## src/rtl/trig_pkg.sv

```systemverilog
// Package: shared types for the trigger detector.
// Assumes nothing beyond being compiled before its users.
package trig_pkg;
    // Search state of the detector
    typedef enum logic [1:0] {
        TS_IDLE  = 2'd0,
        TS_WAIT  = 2'd1,
        TS_FIRED = 2'd2
    } trig_state_t;
endpackage

```

## src/rtl/trig_chan_cell.sv

```systemverilog
// Module: per-channel condition test.
// Produces "ok" when the channel is excluded by its mask bit or meets its
// level/edge condition. Assumes prev_ok is 0 when no earlier sample exists.
module trig_chan_cell (
    input  logic cur_bit,
    input  logic prev_bit,
    input  logic prev_ok,
    input  logic pol,
    input  logic edge_mode,
    input  logic en,
    output logic ok
);
    logic level_hit;
    logic edge_hit;

    // Evaluate both condition kinds and pick by mode, masking last
    always_comb begin
        level_hit = (cur_bit == pol);
        edge_hit  = prev_ok && (prev_bit != cur_bit) && (cur_bit == pol);
        ok        = !en || (edge_mode ? edge_hit : level_hit);
    end

    // an included edge channel cannot be met without an earlier sample
    always_comb begin
        if (en && edge_mode && !prev_ok)
            a_r7_no_edge_first: assert (!ok || $isunknown(cur_bit));
    end
endmodule

```

## src/rtl/trig_history.sv

```systemverilog
// Module: holds the word from the previous evaluated strobe.
// Validity is dropped on arm so the first strobe after arming sees no edge.
module trig_history #(
    parameter int NUM_CH = 32
) (
    input  logic              clk,
    input  logic              rst_n,
    input  logic              arm,
    input  logic              eval_en,
    input  logic [NUM_CH-1:0] sample_word,
    output logic [NUM_CH-1:0] prev_word,
    output logic              prev_ok
);
    // Capture the evaluated word and track whether it exists
    always_ff @(posedge clk) begin
        if (!rst_n) begin
            prev_word <= '0;
            prev_ok   <= 1'b0;
        end else if (arm) begin
            prev_ok   <= 1'b0;
        end else if (eval_en) begin
            prev_word <= sample_word;
            prev_ok   <= 1'b1;
        end
    end

    // arming always invalidates the history on the next cycle
    a_r7_arm_clears_history: assert property (@(posedge clk) disable iff (!rst_n)
        arm |=> !prev_ok);
endmodule

```

## src/rtl/trig_ctrl.sv

```systemverilog
// Module: search state machine, trigger pulse and sticky flag.
// Assumes match_all is valid in any cycle where sample_en is high.
module trig_ctrl
    import trig_pkg::*;
(
    input  logic       clk,
    input  logic       rst_n,
    input  logic       arm,
    input  logic       sample_en,
    input  logic       match_all,
    output logic       eval_en,
    output logic       trig_pulse,
    output logic       triggered,
    output logic [1:0] status
);
    trig_state_t state;

    // A strobe counts only while waiting and not overridden by arm
    always_comb eval_en = (state == TS_WAIT) && sample_en && !arm;

    // Advance the search state and form the one-cycle event
    always_ff @(posedge clk) begin
        if (!rst_n) begin
            state      <= TS_IDLE;
            trig_pulse <= 1'b0;
        end else begin
            trig_pulse <= 1'b0;
            if (arm) begin
                state <= TS_WAIT;
            end else if (eval_en && match_all) begin
                state      <= TS_FIRED;
                trig_pulse <= 1'b1;
            end
        end
    end

    // Decode outputs from the state
    always_comb begin
        triggered = (state == TS_FIRED);
        status    = {triggered, state == TS_WAIT};
    end

    // the event pulse lasts one cycle
    a_r8_pulse_single: assert property (@(posedge clk) disable iff (!rst_n)
        trig_pulse |=> !trig_pulse);
    // the pulse follows a strobe in the previous cycle
    a_r8_pulse_after_strobe: assert property (@(posedge clk) disable iff (!rst_n)
        $rose(trig_pulse) |-> $past(sample_en));
    // the flag holds until arm
    a_r10_sticky: assert property (@(posedge clk) disable iff (!rst_n)
        (triggered && !arm) |=> triggered);
    // arm clears the flag
    a_r9_arm_clears: assert property (@(posedge clk) disable iff (!rst_n)
        arm |=> (!triggered && status == 2'b01));
    // nothing fires without an arm
    a_r2_idle_quiet: assert property (@(posedge clk) disable iff (!rst_n)
        (state == TS_IDLE) |=> !trig_pulse);
endmodule

```

## src/rtl/chan_trigger_unit.sv

```systemverilog
// Module: top of the per-channel level/edge trigger detector.
// Assumes configuration words are stable while armed.
module chan_trigger_unit #(
    parameter int NUM_CH = 32
) (
    input  logic              clk,
    input  logic              rst_n,
    input  logic              arm,
    input  logic              sample_en,
    input  logic [NUM_CH-1:0] sample_word,
    input  logic [NUM_CH-1:0] cfg_polarity,
    input  logic [NUM_CH-1:0] cfg_edge_mode,
    input  logic [NUM_CH-1:0] cfg_enable,
    output logic              trig_pulse,
    output logic              triggered,
    output logic [1:0]        status
);
    logic [NUM_CH-1:0] prev_word;
    logic              prev_ok;
    logic [NUM_CH-1:0] chan_ok;
    logic              match_all;
    logic              eval_en;

    trig_history #(.NUM_CH(NUM_CH)) u_hist (
        .clk(clk), .rst_n(rst_n), .arm(arm), .eval_en(eval_en),
        .sample_word(sample_word), .prev_word(prev_word), .prev_ok(prev_ok)
    );

    // One condition cell per channel
    for (genvar g = 0; g < NUM_CH; g++) begin : g_chan
        trig_chan_cell u_cell (
            .cur_bit(sample_word[g]), .prev_bit(prev_word[g]),
            .prev_ok(prev_ok), .pol(cfg_polarity[g]),
            .edge_mode(cfg_edge_mode[g]), .en(cfg_enable[g]),
            .ok(chan_ok[g])
        );
    end

    // All included channels must agree on the same sample
    always_comb match_all = &chan_ok;

    trig_ctrl u_ctrl (
        .clk(clk), .rst_n(rst_n), .arm(arm), .sample_en(sample_en),
        .match_all(match_all), .eval_en(eval_en), .trig_pulse(trig_pulse),
        .triggered(triggered), .status(status)
    );

    // an all-zero mask fires on any evaluated strobe
    a_r5_empty_mask: assert property (@(posedge clk) disable iff (!rst_n)
        (eval_en && cfg_enable == '0) |=> trig_pulse);
endmodule

```

## config.mk

```make
export PLATFORM = sky130hd
export DESIGN_NAME = chan_trigger_unit
export DESIGN_NICKNAME = d
export VERILOG_FILES = /design/src/rtl/trig_pkg.sv /design/src/rtl/trig_chan_cell.sv /design/src/rtl/trig_history.sv /design/src/rtl/trig_ctrl.sv /design/src/rtl/chan_trigger_unit.sv
export SDC_FILE = /design/constraint.sdc
export NUM_CORES = 1
export LEC_CHECK = 0
export BUFFER_PORTS_ARGS = -buffer_cell sky130_fd_sc_hd__buf_4
export CORE_UTILIZATION = 44
export CTS_CLUSTER_DIAMETER = 60
export DETAILED_ROUTE_END_ITERATION = 16
export GPL_TIMING_DRIVEN = 1
export PLACE_DENSITY_LB_ADDON = 0.1
export SLEW_MARGIN = 20
export SYNTH_ARGS = -nofsm -noshare
export SYNTH_HDL_FRONTEND = slang
export SYNTH_SLANG_ARGS = --single-unit
```

## constraint.sdc

```tcl
create_clock -name clk -period 2.2 [get_ports clk]
set_input_delay 0 -clock clk [delete_from_list [all_inputs] [get_ports clk]]
set_output_delay 0 -clock clk [all_outputs]
set_load 0.02 [all_outputs]
```

==> report_table.html, run 1 <==
<table>
<tr><th>Metric</th><th>Value</th></tr>
<tr><th colspan="2">Run status</th></tr>
<tr><td>Outcome</td><td>finished clean</td></tr>
<tr><th colspan="2">Critical path</th></tr>
<tr><td>Critical path class</td><td>flip-flop to flip-flop</td></tr>
<tr><td>CP Data Required Time</td><td>2390 ps</td></tr>
<tr><td>Arrival time reported for the critical path endpoint</td><td>between 2000 and 2500 ps</td></tr>
<tr><td>Category of the worst setup path launch point</td><td>flip-flop</td></tr>
<tr><td>Worst setup EP type</td><td>flip-flop</td></tr>
<tr><td>Critical-path maximum fanout</td><td>15</td></tr>
<tr><th colspan="2">Layout</th></tr>
<tr><td>Number of filler instances in the final layout</td><td>about 440</td></tr>
<tr><td>Core Util, Final</td><td>0.759</td></tr>
<tr><td>Count of antenna diodes in the layout</td><td>0</td></tr>
<tr><td>Area Growth Syn to Fin</td><td>65.8%</td></tr>
<tr><td>Proportion of layout cells with a drive suffix above 1</td><td>0.340</td></tr>
<tr><td>Post-route insts no fill</td><td>approximately 560</td></tr>
<tr><td>Number of nets at the end of the flow</td><td>roughly 620</td></tr>
<tr><th colspan="2">Yosys</th></tr>
<tr><td>Most frequently used flop master after synthesis</td><td>dfxtp_1</td></tr>
<tr><td>Top-area cell type share of the netlist area</td><td>0.306</td></tr>
<tr><td>Most numerous cell types in the synthesized netlist</td><td>97 x nand2_1, 36 x dfxtp_1, 32 x a21boi_0</td></tr>
<tr><td>Synthesized net count</td><td>about 460</td></tr>
<tr><td>Number of synthesized flops with an enable pin</td><td>0</td></tr>
<tr><td>Share of synthesized registers carrying an async set or reset</td><td>0</td></tr>
<tr><td>Cell count after synthesis</td><td>324</td></tr>
<tr><td>Count of warnings emitted by yosys</td><td>0</td></tr>
<tr><td>Post-synthesis instance area</td><td>2350 um^2</td></tr>
<tr><td>Synthesized area per cell</td><td>7.26 um^2</td></tr>
<tr><td>Leading area contributor after synthesis</td><td>dfxtp_1</td></tr>
<tr><td>Unique cell type count in the Yosys netlist</td><td>32</td></tr>
<tr><td>Number of synthesized register bits</td><td>36</td></tr>
<tr><td>Part of the Yosys area used for sequential elements</td><td>0.306</td></tr>
<tr><td>Most area-consuming cells after synthesis</td><td>dfxtp_1 31%, nand2_1 15%, a21boi_0 10%</td></tr>
<tr><td>Top-count cell post-synth</td><td>nand2_1</td></tr>
<tr><th colspan="2">Floorplanning</th></tr>
<tr><td>I/O pin count</td><td>136</td></tr>
<tr><td>Die X-Extent</td><td>75.1 um</td></tr>
<tr><td>Starting Density</td><td>0.458</td></tr>
<tr><td>Area of the die</td><td>between 5000 and 6000 um^2</td></tr>
<tr><td>Chip height</td><td>75.1 um</td></tr>
<tr><td>Core region area</td><td>between 5000 and 6000 um^2</td></tr>
<tr><td>Cell row count</td><td>26</td></tr>
<tr><th colspan="2">STA</th></tr>
<tr><td>Number of hold-slack violations in the final timing report</td><td>0</td></tr>
<tr><td>Final clock skew</td><td>approximately 0.69 ps</td></tr>
<tr><td>RSZ-0062 raised after global routing</td><td>false</td></tr>
<tr><td>Final max-slew violation count</td><td>0</td></tr>
<tr><td>Setup total negative slack</td><td>0 ps</td></tr>
<tr><td>Top achievable clock speed</td><td>just under 500 MHz</td></tr>
<tr><td>Worst max-slew margin expressed relative to the limit</td><td>0.564</td></tr>
<tr><td>Post-route minimum period</td><td>2070 ps</td></tr>
<tr><td>Share of the clock period used by the worst path</td><td>0.941</td></tr>
<tr><td>Worst Tran Pin Value</td><td>approximately 650 ps</td></tr>
<tr><td>Finish-stage setup viols</td><td>0</td></tr>
<tr><th colspan="2">Global route</th></tr>
<tr><td>Initial antenna violation count</td><td>0</td></tr>
<tr><td>Combined global-route utilization of all metal layers</td><td>0.286</td></tr>
<tr><td>Global-route wire length before repair</td><td>roughly 12,000 um</td></tr>
<tr><td>Global route overflow</td><td>0</td></tr>
<tr><td>Pin count of the biggest net entering global routing</td><td>36</td></tr>
<tr><td>Via count of the first global-routing pass</td><td>2,876</td></tr>
<tr><th colspan="2">Clock network</th></tr>
<tr><td>TritonCTS buffer count</td><td>5</td></tr>
<tr><td>Clock latency reported for the late side of the worst-skew pair</td><td>290 ps</td></tr>
<tr><td>Clock transition at the registers of the reported paths</td><td>~70 ps</td></tr>
<tr><td>TritonCTS clock tree</td><td>done</td></tr>
<tr><td>Post-CTS Setup Bufs</td><td>0</td></tr>
<tr><td>Clock Path Buffers</td><td>2</td></tr>
<tr><td>Library cell used as clock root buffer</td><td>clkbuf_8</td></tr>
<tr><td>Clock sinks</td><td>36</td></tr>
<tr><td>Depth of the CTS H-tree</td><td>2</td></tr>
<tr><th colspan="2">Drt</th></tr>
<tr><td>Number of DRC violations after detailed routing</td><td>0</td></tr>
<tr><td>Routed wirelength normalized by instance count</td><td>14.3 um</td></tr>
<tr><td>Via-per-instance ratio</td><td>5.52</td></tr>
<tr><td>Iter 0 DRT Violations</td><td>between 80 and 90</td></tr>
<tr><td>Drt pass-1 iters</td><td>4</td></tr>
<tr><td>Antenna Violating Nets Remaining</td><td>0</td></tr>
<tr><td>Final wirelength</td><td>around 8000 um</td></tr>
<tr><td>DR vias</td><td>3,079</td></tr>
<tr><th colspan="2">Run</th></tr>
<tr><td>Reported max-cap violation count</td><td>0</td></tr>
<tr><th colspan="2">Power</th></tr>
<tr><td>Leakage power summed over all cells</td><td>0.00155 uW</td></tr>
<tr><td>Power per Cell Area</td><td>454 nW/um^2</td></tr>
<tr><td>Total power</td><td>1770 uW</td></tr>
<tr><td>Worst VDD drop</td><td>0.389 mV</td></tr>
<tr><th colspan="2">Place</th></tr>
<tr><td>Post-detail-place hpwl</td><td>~5500 um</td></tr>
<tr><td>Count of placed standard cells including taps</td><td>518</td></tr>
<tr><td>Count of buffers from port buffering</td><td>135</td></tr>
<tr><td>Final estimated routing congestion in global placement</td><td>between 0.7 and 0.8</td></tr>
<tr><th colspan="2">Hold path</th></tr>
<tr><td>Type of the tightest min-delay check</td><td>input port to flip-flop</td></tr>
</table>
-- critical path, stage by stage, from the launching register on --
cell and delay, ps:
dfxtp_2 390, buf_6 190, nand2_1 80, a211oi_2 200
a311oi_1 100, a2111oi_1 380, buf_4 170, nand4_1 120
o31a_1 320
-- layout make-up --
type	count	area, um^2	area share
flip-flops and latches	36	722	0.185
clock buffers	7	96.3	0.0247
clock inverters	1	30.0	0.00770
well taps	70	87.6	0.0225
repair buffers	174	1400	0.358
inverters	19	73.8	0.0189
multi-input cells	251	1490	0.383
-- path summary, 6_finish.rpt --
path | depth (start not counted) | start | slack, ps | end
worst max-delay path | 8 | u_hist.prev_ok$_SDFFE_PP0P_ | 130 | u_ctrl.state[0]$_SDFFE_PN0P_
worst min-delay path | 4 | arm | 30 | u_ctrl.state[1]$_SDFFE_PP0P_
worst min register to register | 2 | u_ctrl.state[1]$_SDFFE_PP0P_ | 470 | u_ctrl.state[1]$_SDFFE_PP0P_
worst max register to register | 8 | u_hist.prev_ok$_SDFFE_PP0P_ | 130 | u_ctrl.state[0]$_SDFFE_PN0P_
-- sequential cells by signal, summed over array words and instances (netlist names) --
signal	count
u_hist.prev_word	32
u_ctrl.state	2
u_ctrl.trig_pulse	1
u_hist.prev_ok	1
-- power breakdown --
part           internal (uW)  switching [uW]  leakage, uW
registers                669            12.4     0.000292
logic                    263             180      0.00119
clock network            400             246    0.0000645
total                   1330             439      0.00155
-- per-stage QoR --
step                      area [um^2]  hold slack (ps)  worst slack, ps
after floorplan                  2350              145              392
after global placement           3410              277            -42.4
after detailed placement         3410              284            -79.1
after CTS                        3870             26.3             5.23
after global routing             3900             53.1             24.4
final                            3900             30.8              129
-- layer usage --
layer	track usage	up-vias	wire length, um
met5	0	-	0
met4	0.103	0	201
met3	0.0629	20	484
met2	0.536	107	4020
met1	0.316	1430	3310
li1	-	1522	-
-- cells by family (layout without fill, tap and decap cells) --
group | count (synthesis) | count (layout) | share of synthesized area
DFF | 36 | 36 | 0.306
buffers and inverters | 37 | 201 | 0.0712
and+or+nand+nor | 110 | 110 | 0.188
AOI/OAI and AO/OA | 141 | 141 | 0.435
-- layout by cell type (no fill, tap or decap), drive strengths merged --
master       synthesis  final
o21ai               32     32
bufinv               0      1
a2111oi              6      6
a31oi               14     14
buf                  7    142
a222oi               1      1
nor2                 1      1
a211oi              32     32
nor2b                3      3
nor4                 1      1
nand2b               1      1
dfxtp               36     36
a21boi              32     32
o31a                 1      1
o21a                 1      1
a21oi                1      1
nand3                1      1
inv                 19     19
dlygate4sd3          0     32
o31ai                1      1
or2                  1      1
a22oi                2      2
clkbuf              11      7
nand2               99     99
a311oi              18     18
nand4                3      3
-- timing repair --
item / 4_1_cts / 5_1_grt
hold buffers: 32 / 0
setup endpoints to repair: 3 / 3
pin swaps: 0 / 2
gates resized for setup: 2 / 10
hold endpoints to repair: 32 / 0
(Power assumes the default switching activity.)
==> run 2: changes to the inputs <==
CORE_UTILIZATION = 24   (was 44)
SYNTH_HIERARCHICAL = 1   (was not set)
clock period = 1.7 ns   (was 2.2 ns; I/O delays follow)
==> report_table.html, run 2 <==
<table>
<tr><th>Metric</th><th>Value</th></tr>
<tr><th colspan="2">Run status</th></tr>
<tr><td>Outcome</td><td>finished with violations</td></tr>
<tr><td>Violations in the final reports</td><td>setup timing</td></tr>
<tr><th colspan="2">Critical path</th></tr>
<tr><td>Cells along the critical path</td><td>buf_12 -&gt; clkbuf_16 -&gt; nand2_1 -&gt; a211oi_1 -&gt; a311o_1 -&gt; nand4_1 -&gt; or4_4 -&gt; nor2_4 -&gt; nand4b_1 -&gt; nor2_1</td></tr>
<tr><td>Cell depth of the worst setup path</td><td>10 (+2)</td></tr>
<tr><td>Crit path max-delay cell type</td><td>or4_4</td></tr>
<tr><td>Category of the worst setup path launch point</td><td>flip-flop</td></tr>
<tr><td>Delay of the slowest critical-path stage</td><td>480 ps (+90 ps)</td></tr>
<tr><td>Critical-path maximum fanout</td><td>6 (-9)</td></tr>
<tr><td>Critical path class</td><td>flip-flop to flip-flop</td></tr>
<tr><td>Cell type group with the largest total delay on the critical path</td><td>simple AND/OR/NAND/NOR gates</td></tr>
<tr><td>Number of cells on the worst reg-to-reg path</td><td>10 (+2)</td></tr>
<tr><td>Worst setup EP type</td><td>flip-flop</td></tr>
<tr><td>Arrival time reported for the critical path endpoint</td><td>2400 ps (+140 ps)</td></tr>
<tr><td>CP Data Required Time</td><td>1940 ps (-450 ps)</td></tr>
<tr><td>Critical path buffers and inverters</td><td>2 (unchanged)</td></tr>
<tr><th colspan="2">STA</th></tr>
<tr><td>Worst Tran Pin Value</td><td>340 ps (-315 ps)</td></tr>
<tr><td>Top achievable clock speed</td><td>463 MHz (-4.0%)</td></tr>
<tr><td>Post-route minimum period</td><td>2160 ps (+87.0 ps)</td></tr>
<tr><td>Final max-slew violation count</td><td>0 (unchanged)</td></tr>
<tr><td>Number of hold-slack violations in the final timing report</td><td>0 (unchanged)</td></tr>
<tr><td>RSZ-0062 raised after global routing</td><td>true</td></tr>
<tr><td>Finish-stage setup viols</td><td>3 (+3)</td></tr>
<tr><td>Final clock skew</td><td>5.25 ps (+4.56 ps)</td></tr>
<tr><td>Worst-case hold slack</td><td>123 ps (+92.1 ps)</td></tr>
<tr><td>Post-layout worst setup margin</td><td>-458 ps (-587 ps)</td></tr>
<tr><td>Worst max-slew margin expressed relative to the limit</td><td>0.773 (+0.210)</td></tr>
<tr><td>Setup total negative slack</td><td>-1300 ps (-1300 ps)</td></tr>
<tr><td>Share of the clock period used by the worst path</td><td>1.27 (+0.328)</td></tr>
<tr><th colspan="2">Floorplanning</th></tr>
<tr><td>Chip height</td><td>107 um (+42%)</td></tr>
<tr><td>Core region area</td><td>10,500 um^2 (+100%)</td></tr>
<tr><td>Cell row count</td><td>37 (+42%)</td></tr>
<tr><td>Area of the die</td><td>11,500 um^2 (+100%)</td></tr>
<tr><td>Die X-Extent</td><td>107 um (+42%)</td></tr>
<tr><td>I/O pin count</td><td>136 (unchanged)</td></tr>
<tr><td>Starting Density</td><td>0.252 (-0.206)</td></tr>
<tr><th colspan="2">Layout</th></tr>
<tr><td>Area Growth Syn to Fin</td><td>81.7%</td></tr>
<tr><td>Proportion of layout cells with a drive suffix above 1</td><td>0.376 (+0.0359)</td></tr>
<tr><td>Number of filler instances in the final layout</td><td>1,055 (+140%)</td></tr>
<tr><td>Count of antenna diodes in the layout</td><td>0 (unchanged)</td></tr>
<tr><td>Core Util, Final</td><td>0.458 (-0.301)</td></tr>
<tr><td>Sequential Area</td><td>724 um^2 (+0.35%)</td></tr>
<tr><td>Number of nets at the end of the flow</td><td>700 (+13%)</td></tr>
<tr><td>Number of flip-flops in the largest register</td><td>32 (unchanged)</td></tr>
<tr><td>Leading registers by flop count</td><td>u_hist/prev_word: 32 flops, u_ctrl/state: 2 flops</td></tr>
<tr><td>Area occupied by multi-input gates</td><td>1680 um^2 (+12%)</td></tr>
<tr><td>Register bank with the most flops</td><td>u_hist/prev_word</td></tr>
<tr><td>Commonest non-fill, non-tap cell in the layout</td><td>buf_4</td></tr>
<tr><td>Commonest cells after routing, fill and taps aside</td><td>165 x buf_4, 92 x nand2_1, 35 x dfxtp_1</td></tr>
<tr><th colspan="2">Yosys</th></tr>
<tr><td>Share of synthesized cell area in full adder, half adder and majority cells</td><td>0 (unchanged)</td></tr>
<tr><td>Xor/xnor cell area share of the yosys netlist</td><td>0 (unchanged)</td></tr>
<tr><td>Simple-gate share of the synthesized area</td><td>0.193 (+0.00571)</td></tr>
<tr><td>Most frequently used flop master after synthesis</td><td>dfxtp_1</td></tr>
<tr><td>Most numerous cell types in the synthesized netlist</td><td>96 x nand2_1, 36 x dfxtp_1</td></tr>
<tr><td>Multiplexer fraction of the synthesized cell area</td><td>0.121 (+0.121)</td></tr>
<tr><td>Share of synthesized registers carrying an async set or reset</td><td>0 (unchanged)</td></tr>
<tr><td>Post-synthesis instance area</td><td>2650 um^2 (+12%)</td></tr>
<tr><td>Cell count after synthesis</td><td>361 (+11%)</td></tr>
<tr><td>Top-area cell type share of the netlist area</td><td>0.272 (-0.0339)</td></tr>
<tr><td>Leading area contributor after synthesis</td><td>dfxtp_1</td></tr>
<tr><td>Count of warnings emitted by yosys</td><td>6 (+6)</td></tr>
<tr><td>Most area-consuming cells after synthesis</td><td>dfxtp_1 27%, nand2_1 14%, a311o_1 12%</td></tr>
<tr><td>Part of the Yosys area used for sequential elements</td><td>0.272 (-0.0339)</td></tr>
<tr><td>Number of synthesized flops with an enable pin</td><td>0 (unchanged)</td></tr>
<tr><td>Synthesized area per cell</td><td>7.33 um^2 (+0.92%)</td></tr>
<tr><td>Unique cell type count in the Yosys netlist</td><td>24 (-25%)</td></tr>
<tr><td>Combinational family with the most area after synthesis</td><td>compound AO/OA/AOI/OAI gates</td></tr>
<tr><td>Top-count cell post-synth</td><td>nand2_1</td></tr>
<tr><td>Share of the synthesized area in compound gates (AO/OA/AOI/OAI)</td><td>0.279 (-0.156)</td></tr>
<tr><td>Synthesized net count</td><td>493 (+8.1%)</td></tr>
<tr><td>Number of synthesized register bits</td><td>36 (unchanged)</td></tr>
<tr><th colspan="2">Clock network</th></tr>
<tr><td>Clock Path Buffers</td><td>2 (unchanged)</td></tr>
<tr><td>Depth of the CTS H-tree</td><td>2 (unchanged)</td></tr>
<tr><td>Library cell used as clock root buffer</td><td>clkbuf_8</td></tr>
<tr><td>TritonCTS buffer count</td><td>5 (unchanged)</td></tr>
<tr><td>Clock sinks</td><td>36 (unchanged)</td></tr>
<tr><td>Clock transition at the registers of the reported paths</td><td>80 ps (about the same)</td></tr>
<tr><td>Clock latency reported for the late side of the worst-skew pair</td><td>290 ps (about the same)</td></tr>
<tr><td>TritonCTS clock tree</td><td>done</td></tr>
<tr><th colspan="2">Drt</th></tr>
<tr><td>Iter 0 DRT Violations</td><td>108 (+32%)</td></tr>
<tr><td>Final wirelength</td><td>9070 um (+13%)</td></tr>
<tr><td>Antenna Violating Nets Remaining</td><td>0 (unchanged)</td></tr>
<tr><td>Routed wirelength normalized by instance count</td><td>12.9 um (-10%)</td></tr>
<tr><td>Drt pass-1 iters</td><td>4 (unchanged)</td></tr>
<tr><td>DR vias</td><td>3,285 (+6.7%)</td></tr>
<tr><td>Number of DRC violations after detailed routing</td><td>0 (unchanged)</td></tr>
<tr><td>Via-per-instance ratio</td><td>4.66 (-16%)</td></tr>
<tr><th colspan="2">Power</th></tr>
<tr><td>Leakage power summed over all cells</td><td>0.00200 uW (+29%)</td></tr>
<tr><td>Power per Cell Area</td><td>524 nW/um^2 (+15%)</td></tr>
<tr><td>Worst VDD drop</td><td>0.315 mV (-19%)</td></tr>
<tr><th colspan="2">Global route</th></tr>
<tr><td>Via count of the first global-routing pass</td><td>2,976 (+3.5%)</td></tr>
<tr><td>Pin count of the biggest net entering global routing</td><td>37 (+2.8%)</td></tr>
<tr><td>Initial antenna violation count</td><td>0 (unchanged)</td></tr>
<tr><td>Global route overflow</td><td>0 (unchanged)</td></tr>
<tr><td>Combined global-route utilization of all metal layers</td><td>0.152 (-0.134)</td></tr>
<tr><td>Global-route wire length before repair</td><td>13,800 um (+13%)</td></tr>
<tr><th colspan="2">Hold path</th></tr>
<tr><td>Worst hold path depth</td><td>3 (-1)</td></tr>
<tr><td>Type of the tightest min-delay check</td><td>input port to flip-flop</td></tr>
<tr><th colspan="2">Run</th></tr>
<tr><td>Reported max-cap violation count</td><td>0 (unchanged)</td></tr>
<tr><th colspan="2">Place</th></tr>
<tr><td>Post-detail-place hpwl</td><td>6590 um (+20%)</td></tr>
<tr><td>Final estimated routing congestion in global placement</td><td>0.714 (-8.0%)</td></tr>
<tr><td>Count of buffers from port buffering</td><td>135 (unchanged)</td></tr>
<tr><td>Setup WS pre-CTS</td><td>-523 ps (-444 ps)</td></tr>
</table>
## run 2: worst register-to-register path: stages, from the launching register on
cell and delay [ps]:
dfxtp_4 430, buf_12 130, clkbuf_16 130, nand2_1 50
a211oi_1 230, a311o_1 140, nand4_1 170, or4_4 480
nor2_4 140, nand4b_1 90, nor2_1 100
## run 2: logic make-up after synthesis
group,after synthesis
flip-flops,36
AO/OA/AOI/OAI,99
multiplexers,32
buffers and inverters,76
AND/OR/NAND/NOR,118
## run 2: routing by layer
layer	global-route usage	share of wire	routed length, um	vias up
met5	0	0	0	-
met4	0.0460	0.013	122	0
met3	0.0249	0.066	598	9
met2	0.257	0.46	4180	117
met1	0.198	0.46	4170	1466
li1	-	-	-	1693
## run 2: power breakdown
group	switching [uW]	internal [uW]
clock network	339	675
logic	248	393
registers	10.6	856
total	597	1920
## run 2: worst paths after layout
path                                       endpoint  slack (ps)                             start
setup / recovery       u_ctrl/trig_pulse$_SDFF_PP0_        -460       u_hist/prev_ok$_SDFFE_PP0P_
hold / removal    u_hist/prev_word[24]$_SDFFE_PN0P_         120                             rst_n
setup reg to reg       u_ctrl/trig_pulse$_SDFF_PP0_        -460       u_hist/prev_ok$_SDFFE_PP0P_
hold reg to reg    u_hist/prev_word[2]$_SDFFE_PN0P_         490  u_hist/prev_word[2]$_SDFFE_PN0P_
## run 2: final cells by class
type / count / share of cell area
multi-input cells: 249 / 0.349
inverters: 64 / 0.0499
flip-flops and latches: 36 / 0.151
well taps: 136 / 0.0354
clock inverters: 2 / 0.0125
clock buffers: 6 / 0.0195
repair buffers: 212 / 0.383
## run 2: stage by stage
stage / power (uW) / cells / instance area [um^2]
2_1_floorplan: 1090 / 361 / 2680
3_3_place_gp: 1430 / 656 / 4080
3_5_place_dp: 1430 / 656 / 4080
4_1_cts: 2540 / 701 / 4680
5_1_grt: 2640 / 705 / 4810
6_report: 2520 / 705 / 4810
## run 2: timing repair
action                                  in CTS  in global routing
hold buffers                                34                  0
gates resized for setup                      9                 15
endpoints found under the setup margin       3                  3
hold endpoints to repair                    36                  0
setup buffers                                1                  2
gates cloned                                 2                  2
pin swaps                                    8                 14
==> run 3: changes to the inputs <==
clock period = 2.6 ns   (was 1.7 ns; I/O delays follow)
==> report_table.html, run 3 (synthesized netlist as in run 2, its figures left out) <==
<table>
<tr><th>Metric</th><th>Value</th></tr>
<tr><th colspan="2">Run status</th></tr>
<tr><td>Outcome</td><td>finished clean</td></tr>
<tr><th colspan="2">Clock network</th></tr>
<tr><td>Post-CTS Setup Bufs</td><td>0 (-1)</td></tr>
<tr><td>Clock latency reported for the late side of the worst-skew pair</td><td>290 ps (about the same)</td></tr>
<tr><td>Clock Path Buffers</td><td>2 (unchanged)</td></tr>
<tr><td>Depth of the CTS H-tree</td><td>2 (unchanged)</td></tr>
<tr><td>TritonCTS clock tree</td><td>done</td></tr>
<tr><td>TritonCTS buffer count</td><td>5 (unchanged)</td></tr>
<tr><td>Library cell used as clock root buffer</td><td>clkbuf_8</td></tr>
<tr><td>Clock sinks</td><td>36 (unchanged)</td></tr>
<tr><td>Clock transition at the registers of the reported paths</td><td>80 ps (about the same)</td></tr>
<tr><th colspan="2">Global route</th></tr>
<tr><td>Initial antenna violation count</td><td>0 (unchanged)</td></tr>
<tr><td>Combined global-route utilization of all metal layers</td><td>0.144 (-0.00824)</td></tr>
<tr><td>Global route overflow</td><td>0 (unchanged)</td></tr>
<tr><td>Via count of the first global-routing pass</td><td>2,955 (-0.71%)</td></tr>
<tr><td>Pin count of the biggest net entering global routing</td><td>68 (+84%)</td></tr>
<tr><td>Global-route wire length before repair</td><td>13,200 um (-4.3%)</td></tr>
<tr><th colspan="2">Layout</th></tr>
<tr><td>Register bank with the most flops</td><td>u_hist/prev_word</td></tr>
<tr><td>Commonest cells after routing, fill and taps aside</td><td>139 x buf_4, 96 x nand2_1, 35 x dfxtp_1</td></tr>
<tr><td>Proportion of layout cells with a drive suffix above 1</td><td>0.283 (-0.0931)</td></tr>
<tr><td>Number of nets at the end of the flow</td><td>662 (-5.4%)</td></tr>
<tr><td>Number of flip-flops in the largest register</td><td>32 (unchanged)</td></tr>
<tr><td>Count of antenna diodes in the layout</td><td>0 (unchanged)</td></tr>
<tr><td>Commonest non-fill, non-tap cell in the layout</td><td>buf_4</td></tr>
<tr><td>Leading registers by flop count</td><td>u_hist/prev_word: 32 flops, u_ctrl/state: 2 flops</td></tr>
<tr><td>Area Growth Syn to Fin</td><td>58.1%</td></tr>
<tr><td>Number of filler instances in the final layout</td><td>1,066 (+1.0%)</td></tr>
<tr><td>Core Util, Final</td><td>0.398 (-0.0595)</td></tr>
<tr><th colspan="2">Floorplanning</th></tr>
<tr><td>Chip height</td><td>107 um (unchanged)</td></tr>
<tr><td>Core region area</td><td>10,500 um^2 (unchanged)</td></tr>
<tr><td>Cell row count</td><td>37 (unchanged)</td></tr>
<tr><td>Area of the die</td><td>11,500 um^2 (unchanged)</td></tr>
<tr><td>Starting Density</td><td>0.252 (unchanged)</td></tr>
<tr><td>I/O pin count</td><td>136 (unchanged)</td></tr>
<tr><td>Die X-Extent</td><td>107 um (unchanged)</td></tr>
<tr><th colspan="2">Place</th></tr>
<tr><td>Setup WS pre-CTS</td><td>291 ps (+814 ps)</td></tr>
<tr><td>Final estimated routing congestion in global placement</td><td>0.758 (+6.1%)</td></tr>
<tr><td>Count of buffers from port buffering</td><td>135 (unchanged)</td></tr>
<tr><td>Post-detail-place hpwl</td><td>6120 um (-7.2%)</td></tr>
<tr><th colspan="2">STA</th></tr>
<tr><td>Number of hold-slack violations in the final timing report</td><td>0 (unchanged)</td></tr>
<tr><td>Finish-stage setup viols</td><td>0 (-3)</td></tr>
<tr><td>Setup total negative slack</td><td>0 ps (+1300 ps)</td></tr>
<tr><td>RSZ-0062 raised after global routing</td><td>false</td></tr>
<tr><td>Final clock skew</td><td>4.80 ps (-0.453 ps)</td></tr>
<tr><td>Top achievable clock speed</td><td>434 MHz (-6.3%)</td></tr>
<tr><td>Post-route minimum period</td><td>2300 ps (+145 ps)</td></tr>
<tr><td>Worst max-slew margin expressed relative to the limit</td><td>0.568 (-0.205)</td></tr>
<tr><td>Share of the clock period used by the worst path</td><td>0.886 (-0.384)</td></tr>
<tr><td>Post-layout worst setup margin</td><td>296 ps (+755 ps)</td></tr>
<tr><td>Worst Tran Pin Value</td><td>648 ps (+308 ps)</td></tr>
<tr><td>Final max-slew violation count</td><td>0 (unchanged)</td></tr>
<tr><th colspan="2">Hold path</th></tr>
<tr><td>Type of the tightest min-delay check</td><td>input port to flip-flop</td></tr>
<tr><td>Start point of the worst min-delay path</td><td>rst_n</td></tr>
<tr><td>Sink of the worst hold path</td><td>u_hist/prev_word[31]$_SDFFE_PN0P_</td></tr>
<tr><td>Worst hold path depth</td><td>3 (unchanged)</td></tr>
<tr><th colspan="2">Drt</th></tr>
<tr><td>Drt pass-1 iters</td><td>4 (unchanged)</td></tr>
<tr><td>Number of DRC violations after detailed routing</td><td>0 (unchanged)</td></tr>
<tr><td>DR vias</td><td>3,059 (-6.9%)</td></tr>
<tr><td>Final wirelength</td><td>8080 um (-11%)</td></tr>
<tr><td>Iter 0 DRT Violations</td><td>96 (-11%)</td></tr>
<tr><td>Routed wirelength normalized by instance count</td><td>12.1 um (-5.7%)</td></tr>
<tr><td>Antenna Violating Nets Remaining</td><td>0 (unchanged)</td></tr>
<tr><td>Via-per-instance ratio</td><td>4.59 (-1.4%)</td></tr>
<tr><th colspan="2">Critical path</th></tr>
<tr><td>Reg2Reg Setup Slack</td><td>300 ps (+750 ps)</td></tr>
<tr><td>Arrival time reported for the critical path endpoint</td><td>2540 ps (+140 ps)</td></tr>
<tr><td>Critical-path maximum fanout</td><td>29 (+23)</td></tr>
<tr><td>Number of cells on the worst reg-to-reg path</td><td>9 (-1)</td></tr>
<tr><td>Endpoint of the most critical register-to-register path</td><td>u_ctrl/trig_pulse$_SDFF_PP0_</td></tr>
<tr><td>CP Data Required Time</td><td>2830 ps (+890 ps)</td></tr>
<tr><td>Critical path class</td><td>flip-flop to flip-flop</td></tr>
<tr><td>Worst setup EP type</td><td>flip-flop</td></tr>
<tr><td>Category of the worst setup path launch point</td><td>flip-flop</td></tr>
<tr><td>Source of the worst register-to-register timing path</td><td>u_hist/prev_ok$_SDFFE_PP0P_</td></tr>
<tr><th colspan="2">Run</th></tr>
<tr><td>Reported max-cap violation count</td><td>0 (unchanged)</td></tr>
<tr><th colspan="2">Power</th></tr>
<tr><td>Total power</td><td>1330 uW (-47%)</td></tr>
<tr><td>Leakage power summed over all cells</td><td>0.00170 uW (-15%)</td></tr>
<tr><td>Power per Cell Area</td><td>318 nW/um^2 (-39%)</td></tr>
<tr><td>Worst VDD drop</td><td>0.143 mV (-54%)</td></tr>
</table>
==> run 3: cell count changes in the layout (fill, tap and decap cells not counted), sizes merged <==
cell | previous run | this run
bufinv | 2 | 0
clkinv | 32 | 33
clkbuf | 8 | 6
buf | 176 | 140
==> run 3: per-stage QoR <==
step | area [um^2] | hold slack (ps) | instances
3_5_place_dp | 3770 | 240 | 625
2_1_floorplan | 2650 | 68.7 | 361
4_1_cts | 4180 | 266 | 666
5_1_grt | 4180 | 298 | 666
3_3_place_gp | 3770 | 233 | 625
6_report | 4180 | 266 | 666
==> run 3: power by group <==
part           total, uW  switching, uW  internal [uW]
logic                373            143            230
clock network        389            206            183
registers            568           7.65            561
total               1330            357            974
==> run 3: metal layers <==
layer	global-route usage	up-vias	routed length [um]
li1	-	1610	-
met1	0.177	1351	3780
met2	0.258	92	3770
met3	0.0249	6	449
met4	0.0382	0	75
met5	0	-	0
==> run 3: critical path, cell delays in order, from the launching register on <==
cell and delay, ps:
dfxtp_2 350, buf_4 300, nand2_1 80, a211oi_1 250
a311o_1 160, nand4_1 140, or4_1 570, nor2_1 180
nand4b_1 110, nor2_1 80
==> run 3: cell type report <==
cell class	instances	area [um^2]	share of cell area
multi-input cells	249	1570	0.375
repair buffers	174	1400	0.336
flip-flops and latches	36	722	0.173
inverters	64	240	0.0574
well taps	136	170	0.0407
clock buffers	6	72.6	0.0173
clock inverters	1	5.00	0.00120
==> run 3: worst max-delay path by stage <==
stage,startpoint,to,cells after the start,slack [ps]
floorplan,u_hist/prev_ok$_SDFFE_PP0P_,u_ctrl/trig_pulse$_SDFF_PP0_,8,230
global route,u_hist/prev_ok$_SDFFE_PP0P_,u_ctrl/state[1]$_SDFFE_PP0P_,9,50
detailed placement,u_hist/prev_ok$_SDFFE_PP0P_,u_ctrl/trig_pulse$_SDFF_PP0_,9,290
global placement,u_hist/prev_ok$_SDFFE_PP0P_,u_ctrl/trig_pulse$_SDFF_PP0_,9,330
finish,u_hist/prev_ok$_SDFFE_PP0P_,u_ctrl/trig_pulse$_SDFF_PP0_,9,300
CTS,u_hist/prev_ok$_SDFFE_PP0P_,u_ctrl/trig_pulse$_SDFF_PP0_,9,280
==> run 3: timing repair <==
action | CTS | global route
endpoints found under the hold margin | 35 | 0
gates resized for setup | 0 | 0
hold buffers | 34 | 0
